<file path="config.mk">
export PLATFORM = sky130hd
export DESIGN_NAME = digit_sequence_display
export DESIGN_NICKNAME = d
export VERILOG_FILES = /design/src/rtl/seqdig_pkg.sv /design/src/rtl/seqdig_control.sv /design/src/rtl/seqdig_decoder.sv /design/src/rtl/seqdig_segmap.sv /design/src/rtl/seqdig_datapath.sv /design/src/rtl/digit_sequence_display.sv
export SDC_FILE = /design/constraint.sdc
export NUM_CORES = 1
export LEC_CHECK = 0
export ABC_AREA = 0
export CAP_MARGIN = 0
export CELL_PAD_IN_SITES_DETAIL_PLACEMENT = 1
export CELL_PAD_IN_SITES_GLOBAL_PLACEMENT = 1
export CORE_AREA = 2 2 39 41
export DETAILED_ROUTE_END_ITERATION = 16
export DIE_AREA = 0 0 41 43
export GPL_TIMING_DRIVEN = 0
export PLACE_DENSITY = 0.61
export SETUP_SLACK_MARGIN = 0.05
export SYNTH_ARGS = -nofsm -noshare
export SYNTH_HDL_FRONTEND = slang
export SYNTH_SLANG_ARGS = --single-unit
</file>
<file path="constraint.sdc">
create_clock -name clk -period 2.5 [get_ports clk]
set_input_delay 0.5 -clock clk [delete_from_list [all_inputs] [get_ports clk]]
set_output_delay 0.5 -clock clk [all_outputs]
set_load 0.005 [all_outputs]
</file>
<file path="src/rtl/seqdig_pkg.sv">
package seqdig_pkg;

  localparam int SegCount = 7;
  localparam int DigitBits = 4;

  // Strobes from control to datapath
  typedef struct packed {
    logic clear;
    logic step;
    logic load;
  } seqStrobes_t;

  // Elaboration-time pattern of a decimal digit: bit 0 = a ... bit 6 = g
  function automatic logic [SegCount-1:0] segmentsOfDigit(input logic [DigitBits-1:0] digit);
    logic [SegCount-1:0] pat;
    case (digit)
      4'd0: pat = 7'h3F;
      4'd1: pat = 7'h06;
      4'd2: pat = 7'h5B;
      4'd3: pat = 7'h4F;
      4'd4: pat = 7'h66;
      4'd5: pat = 7'h6D;
      4'd6: pat = 7'h7D;
      4'd7: pat = 7'h07;
      4'd8: pat = 7'h7F;
      4'd9: pat = 7'h6F;
      default: pat = 7'h00;
    endcase
    return pat;
  endfunction

endpackage

</file>
<file path="src/rtl/seqdig_control.sv">
module seqdig_control #(
  parameter bit UseExternal = 1'b0
) (
  input  logic                     rst,
  input  logic                     advance,
  output seqdig_pkg::seqStrobes_t  ctl
);

  logic moveReq;
  assign moveReq = advance & ~rst;

  generate
    if (UseExternal) begin : gExternal
      assign ctl.step = 1'b0;
      assign ctl.load = moveReq;
    end else begin : gCounter
      assign ctl.step = moveReq;
      assign ctl.load = 1'b0;
    end
  endgenerate

  assign ctl.clear = rst;

  // a clear never coexists with a move strobe
  always_comb begin
    assert_clear_alone_R9: assert (!(ctl.clear && (ctl.step || ctl.load)))
      else $error("clear issued together with a move strobe");
  end

endmodule

</file>
<file path="src/rtl/seqdig_decoder.sv">
module seqdig_decoder #(
  parameter int IdxWidth = 3,
  localparam int Steps = 1 << IdxWidth
) (
  input  logic [IdxWidth-1:0] idx,
  output logic [Steps-1:0]    lines
);

  generate
    for (genvar i = 0; i < Steps; i++) begin : gLine
      logic [IdxWidth-1:0] lit;
      for (genvar j = 0; j < IdxWidth; j++) begin : gBit
        if (((i >> j) & 1) == 1) begin : gTrue
          assign lit[j] = idx[j];
        end else begin : gInv
          assign lit[j] = ~idx[j];
        end
      end
      assign lines[i] = &lit;
    end
  endgenerate

endmodule

</file>
<file path="src/rtl/seqdig_segmap.sv">
module seqdig_segmap #(
  parameter int IdxWidth = 3,
  localparam int Steps = 1 << IdxWidth,
  parameter logic [Steps*seqdig_pkg::DigitBits-1:0] DigitList = 32'h7559_6651
) (
  input  logic [Steps-1:0]                  lines,
  output logic [seqdig_pkg::SegCount-1:0]   segOut
);

  function automatic logic [Steps-1:0] maskFor(input int seg);
    logic [Steps-1:0] m;
    logic [seqdig_pkg::SegCount-1:0] p;
    m = '0;
    for (int i = 0; i < Steps; i++) begin
      p = seqdig_pkg::segmentsOfDigit(DigitList[i*seqdig_pkg::DigitBits +: seqdig_pkg::DigitBits]);
      m[i] = p[seg];
    end
    return m;
  endfunction

  generate
    for (genvar s = 0; s < seqdig_pkg::SegCount; s++) begin : gSeg
      localparam logic [Steps-1:0] LitMask = maskFor(s);
      assign segOut[s] = |(lines & LitMask);
    end
  endgenerate

endmodule

</file>
<file path="src/rtl/seqdig_datapath.sv">
module seqdig_datapath #(
  parameter int IdxWidth = 3,
  localparam int Steps = 1 << IdxWidth,
  parameter logic [Steps*seqdig_pkg::DigitBits-1:0] DigitList = 32'h7559_6651
) (
  input  logic                              clk,
  input  seqdig_pkg::seqStrobes_t           ctl,
  input  logic [IdxWidth-1:0]               loadValue,
  output logic [IdxWidth-1:0]               idxQ,
  output logic [seqdig_pkg::SegCount-1:0]   segOut
);

  logic [Steps-1:0] lines;

  always_ff @(posedge clk) begin
    if (ctl.clear)     idxQ <= '0;
    else if (ctl.step) idxQ <= idxQ + 1'b1;
    else if (ctl.load) idxQ <= loadValue;
  end

  seqdig_decoder #(.IdxWidth(IdxWidth)) decodeU (
    .idx   (idxQ),
    .lines (lines)
  );

  seqdig_segmap #(.IdxWidth(IdxWidth), .DigitList(DigitList)) segmapU (
    .lines  (lines),
    .segOut (segOut)
  );

  assert_reset_zero_R1: assert property (@(posedge clk) ctl.clear |=> idxQ == '0)
    else $error("position not zero after clear");

  assert_step_wrap_R2: assert property (@(posedge clk) disable iff (ctl.clear)
    ctl.step |=> idxQ == IdxWidth'($past(idxQ) + 1'b1))
    else $error("step did not add one modulo the position range");

  assert_hold_R3: assert property (@(posedge clk) disable iff (ctl.clear)
    (!ctl.step && !ctl.load) |=> $stable(idxQ))
    else $error("position moved without a strobe");

  assert_load_R8: assert property (@(posedge clk) disable iff (ctl.clear)
    ctl.load |=> idxQ == $past(loadValue))
    else $error("external position not captured");

  assert_onehot_R7: assert property (@(posedge clk) disable iff (ctl.clear)
    $countones(lines) == 1)
    else $error("decoder lines not one-hot");

  assert_seg_match_R5: assert property (@(posedge clk) disable iff (ctl.clear)
    segOut == seqdig_pkg::segmentsOfDigit(DigitList[int'(idxQ)*seqdig_pkg::DigitBits +: seqdig_pkg::DigitBits]))
    else $error("segment pattern does not match listed digit");

endmodule

</file>
<file path="src/rtl/digit_sequence_display.sv">
module digit_sequence_display #(
  parameter bit UseExternal = 1'b0,
  parameter int IdxWidth = 3,
  localparam int Steps = 1 << IdxWidth,
  parameter logic [Steps*seqdig_pkg::DigitBits-1:0] DigitList = 32'h7559_6651
) (
  input  logic                             clk,
  input  logic                             rst,
  input  logic                             advance,
  input  logic [IdxWidth-1:0]              extIndex,
  output logic [seqdig_pkg::SegCount-1:0]  segments,
  output logic [IdxWidth-1:0]              curIndex
);

  seqdig_pkg::seqStrobes_t ctl;

  seqdig_control #(.UseExternal(UseExternal)) controlU (
    .rst     (rst),
    .advance (advance),
    .ctl     (ctl)
  );

  seqdig_datapath #(.IdxWidth(IdxWidth), .DigitList(DigitList)) datapathU (
    .clk       (clk),
    .ctl       (ctl),
    .loadValue (extIndex),
    .idxQ      (curIndex),
    .segOut    (segments)
  );

endmodule

</file>
==> summary.txt <==
Yosys
  • Mapped Cells: 27
  • Synth top area share: 29.13%
  • Post-Synth Simple-Gate Area: between 20% and 30%
  • Area leader, netlist: ha_1
  • Cell Area, Synth: roughly 260 sq um
  • Syn_nets: 39
  • Synth Area in Adders: 29.13%
  • Area contributors post-synth: ha_1 (29%), dfxtp_1 (23%), nor4b_4 (9.2%)
  • Synth Area in XOR/XNOR: approximately 3.4%
  • Post-synthesis mux area share: under 10%
  • Synth cell types: 13
  • Part of the Yosys area used for sequential elements: a little under a quarter
  • Flops & latches, synth: 3
  • Synth Area in Compound Gates: 2.913%
  • Largest family of logic cells by synthesized area: adder cells
  • Synth warnings: 0
  • Mapped Avg Cell Area: approximately 9.5 sq um

Place
  • GP Congestion: ~0.63
  • Post-DP HPWL: 492.2 um
  • IO Port Bufs: 12
  • Post-place setup slack: 201.2 ps
  • Placed Cells: 55

Drt
  • Avg WL per Cell: approximately 10 um
  • Vias/cell: around 4.1
  • Via Count: about 240
  • DR pass1 iterations: 1
  • Iter 0 DRT Violations: 0
  • Final ANT Viol Nets: 0
  • Residual DRC: 0
  • WL final: 612 um

Hold path
  • Worst Hold Class: reg2reg
  • Hold Path Cell Cnt: 2

Clock network
  • Sink Count: 3
  • CTS tree: done
  • TritonCTS buffer count: 3
  • Root Buffer: clkbuf_4
  • Post-CTS Setup Bufs: 0
  • Clock buffer depth: 2
  • Clk_lat worst skew: 230 ps
  • Post-CTS Hold Buffers: 0
  • Reg clk slew, reported paths: approximately 40 ps
  • Number of H-tree levels: 1

Cells and area
  • Layout area overhead: 72.33%
  • Commonest non-fill, non-tap cell in the layout: clkdlybuf4s50_1
  • Fill cells: around 170
  • Layout cells sized above 1: between 20 and 30%
  • Final cell count without fillers: 59
  • Util after Layout: 32.10%
  • Most frequent cells in the layout: clkdlybuf4s50_1 (10), nor2_1 (4), ha_1 (4)
  • Largest register FFs: 3
  • Biggest regs: datapathU.idxQ x3
  • Register with the most flip-flops: datapathU.idxQ
  • Nets: 56
  • Antenna diode count: 0

Job
  • # Max-Cap Violations: 0

Pwr
  • Tot Pwr: about 230 uW
  • Leak: about 0.21 nW
  • PwrDens: a little over 500 nW/um^2
  • Worst vdd ir: around 0.15 mV

STA
  • Rel. slew slack: 80.37%
  • Setup tns final: 0 ps
  • Max-slew violations: 0
  • Setup violations, final: 0
  • FMAX: 433.1 MHz
  • RSZ-0062 raised after global routing: no
  • Final Hold Viols: 0
  • Worst-Margin Slew: 291.8 ps
  • Final period util: 92.35%
  • Final min period: approximately 2300 ps
  • Final worst setup slack: ~190 ps
  • Worst clock skew: between 0.2 and 0.3 ps

GRT
  • Total gr overflow: 0
  • Global router's overall resource usage: 8.735%
  • Initial antenna violation count: 0
  • Largest net degree at the start of global routing: 8
  • Vias in the first global route: around 240
  • First-pass GRT wire length: between 900 and 1000 um

Critical path
  • R2r worst-path depth: 4
  • Required @ worst endpoint: 2000 ps
  • Critical Path End Type: output pin
  • Startpoint Class: flop
  • WS Path Type: reg2out
  • Arr. time, crit path: between 1500 and 2000 ps
  • Maximum fanout along the worst path: 6

Die
  • Die height: roughly 43 um
  • IO Count: 16
  • Rows: 14
  • Die X-Extent: just over 40 um
  • Initial Utilization: 18.63%
  • Core footprint: between 1000 and 1500 sq um
  • Die footprint: around 1800 sq um

Run status
  • Status: finished clean
[metrics by stage]
step / hold slack, ps / area, sq um
finish: 544.8 / 444.2
global route: 582.1 / 444.2
CTS: 573.8 / 429.2
detailed placement: 616.4 / 397.9
global placement: 591.5 / 397.9
floorplan: 554.0 / 257.7
[critical path, cell delays in order (launching register included)]
cell and delay, ps:
dfxtp_4 360, ha_1 200, ha_1 210, nor4_1 290, nand2_1 80, clkdlybuf4s50_1 450
[routing by layer]
layer / global-route usage [%] / routed length (um) / part of all wire [%]
met5: 0 / 0 / 0
met4: 10.00 / 19 / 3.1
met3: 1.571 / 64 / 10
met2: 12.81 / 299 / 49
met1: 9.003 / 230 / 38
[timing repair]
item,in CTS,in global routing
pin swaps,0,1
endpoints found under the hold margin,0,0
resized for setup,3,6
setup endpoints to repair,2,2
[logic make-up (layout without fill, tap and decap cells)]
kind of cell / after synthesis / count (layout)
fa+ha+maj: 6 / 6
compound gates: 1 / 1
simple gates: 10 / 10
flops: 3 / 3
buf+inv: 4 / 20
mux: 2 / 2
xor+xnor: 1 / 1
[area by class of cell]
class / count / area (sq um) / area share [%]
Inverter: 2 / 7.507 / 1.690
Clock buffer: 4 / 26.28 / 5.915
Buffer: 2 / 15.01 / 3.380
Tap cell: 16 / 20.02 / 4.507
Timing Repair Buffer: 12 / 125.1 / 28.17
Sequential cell: 3 / 67.56 / 15.21
Multi-Input combinational cell: 20 / 182.7 / 41.13
[where the power goes]
group          switching, mW  internal [mW]  total (mW)
sequential           0.00593         0.0520      0.0579
clock                 0.0253         0.0598      0.0851
combinational         0.0314         0.0534      0.0848
total                 0.0626          0.165       0.228
[final timing paths]
path / slack (ps) / end / start
max reg2reg: 1390 / datapathU.idxQ[2]$_SDFFE_PP0P_ / datapathU.idxQ[0]$_SDFFE_PP0P_
min: 540 / datapathU.idxQ[1]$_SDFFE_PP0P_ / datapathU.idxQ[1]$_SDFFE_PP0P_
max: 190 / segments[2] / datapathU.idxQ[0]$_SDFFE_PP0P_
min reg2reg: 540 / datapathU.idxQ[1]$_SDFFE_PP0P_ / datapathU.idxQ[1]$_SDFFE_PP0P_
[Yosys cell counts]
library cell / n
o21bai_1: 1
nor3_1: 1
or2_2: 1
nor4b_4: 1
nor2_1: 5
mux2i_1: 2
nor4_1: 1
nand2_1: 1
buf_4: 2
dfxtp_1: 3
inv_1: 2
xnor2_1: 1
ha_1: 6
(Power assumes the default switching activity.)
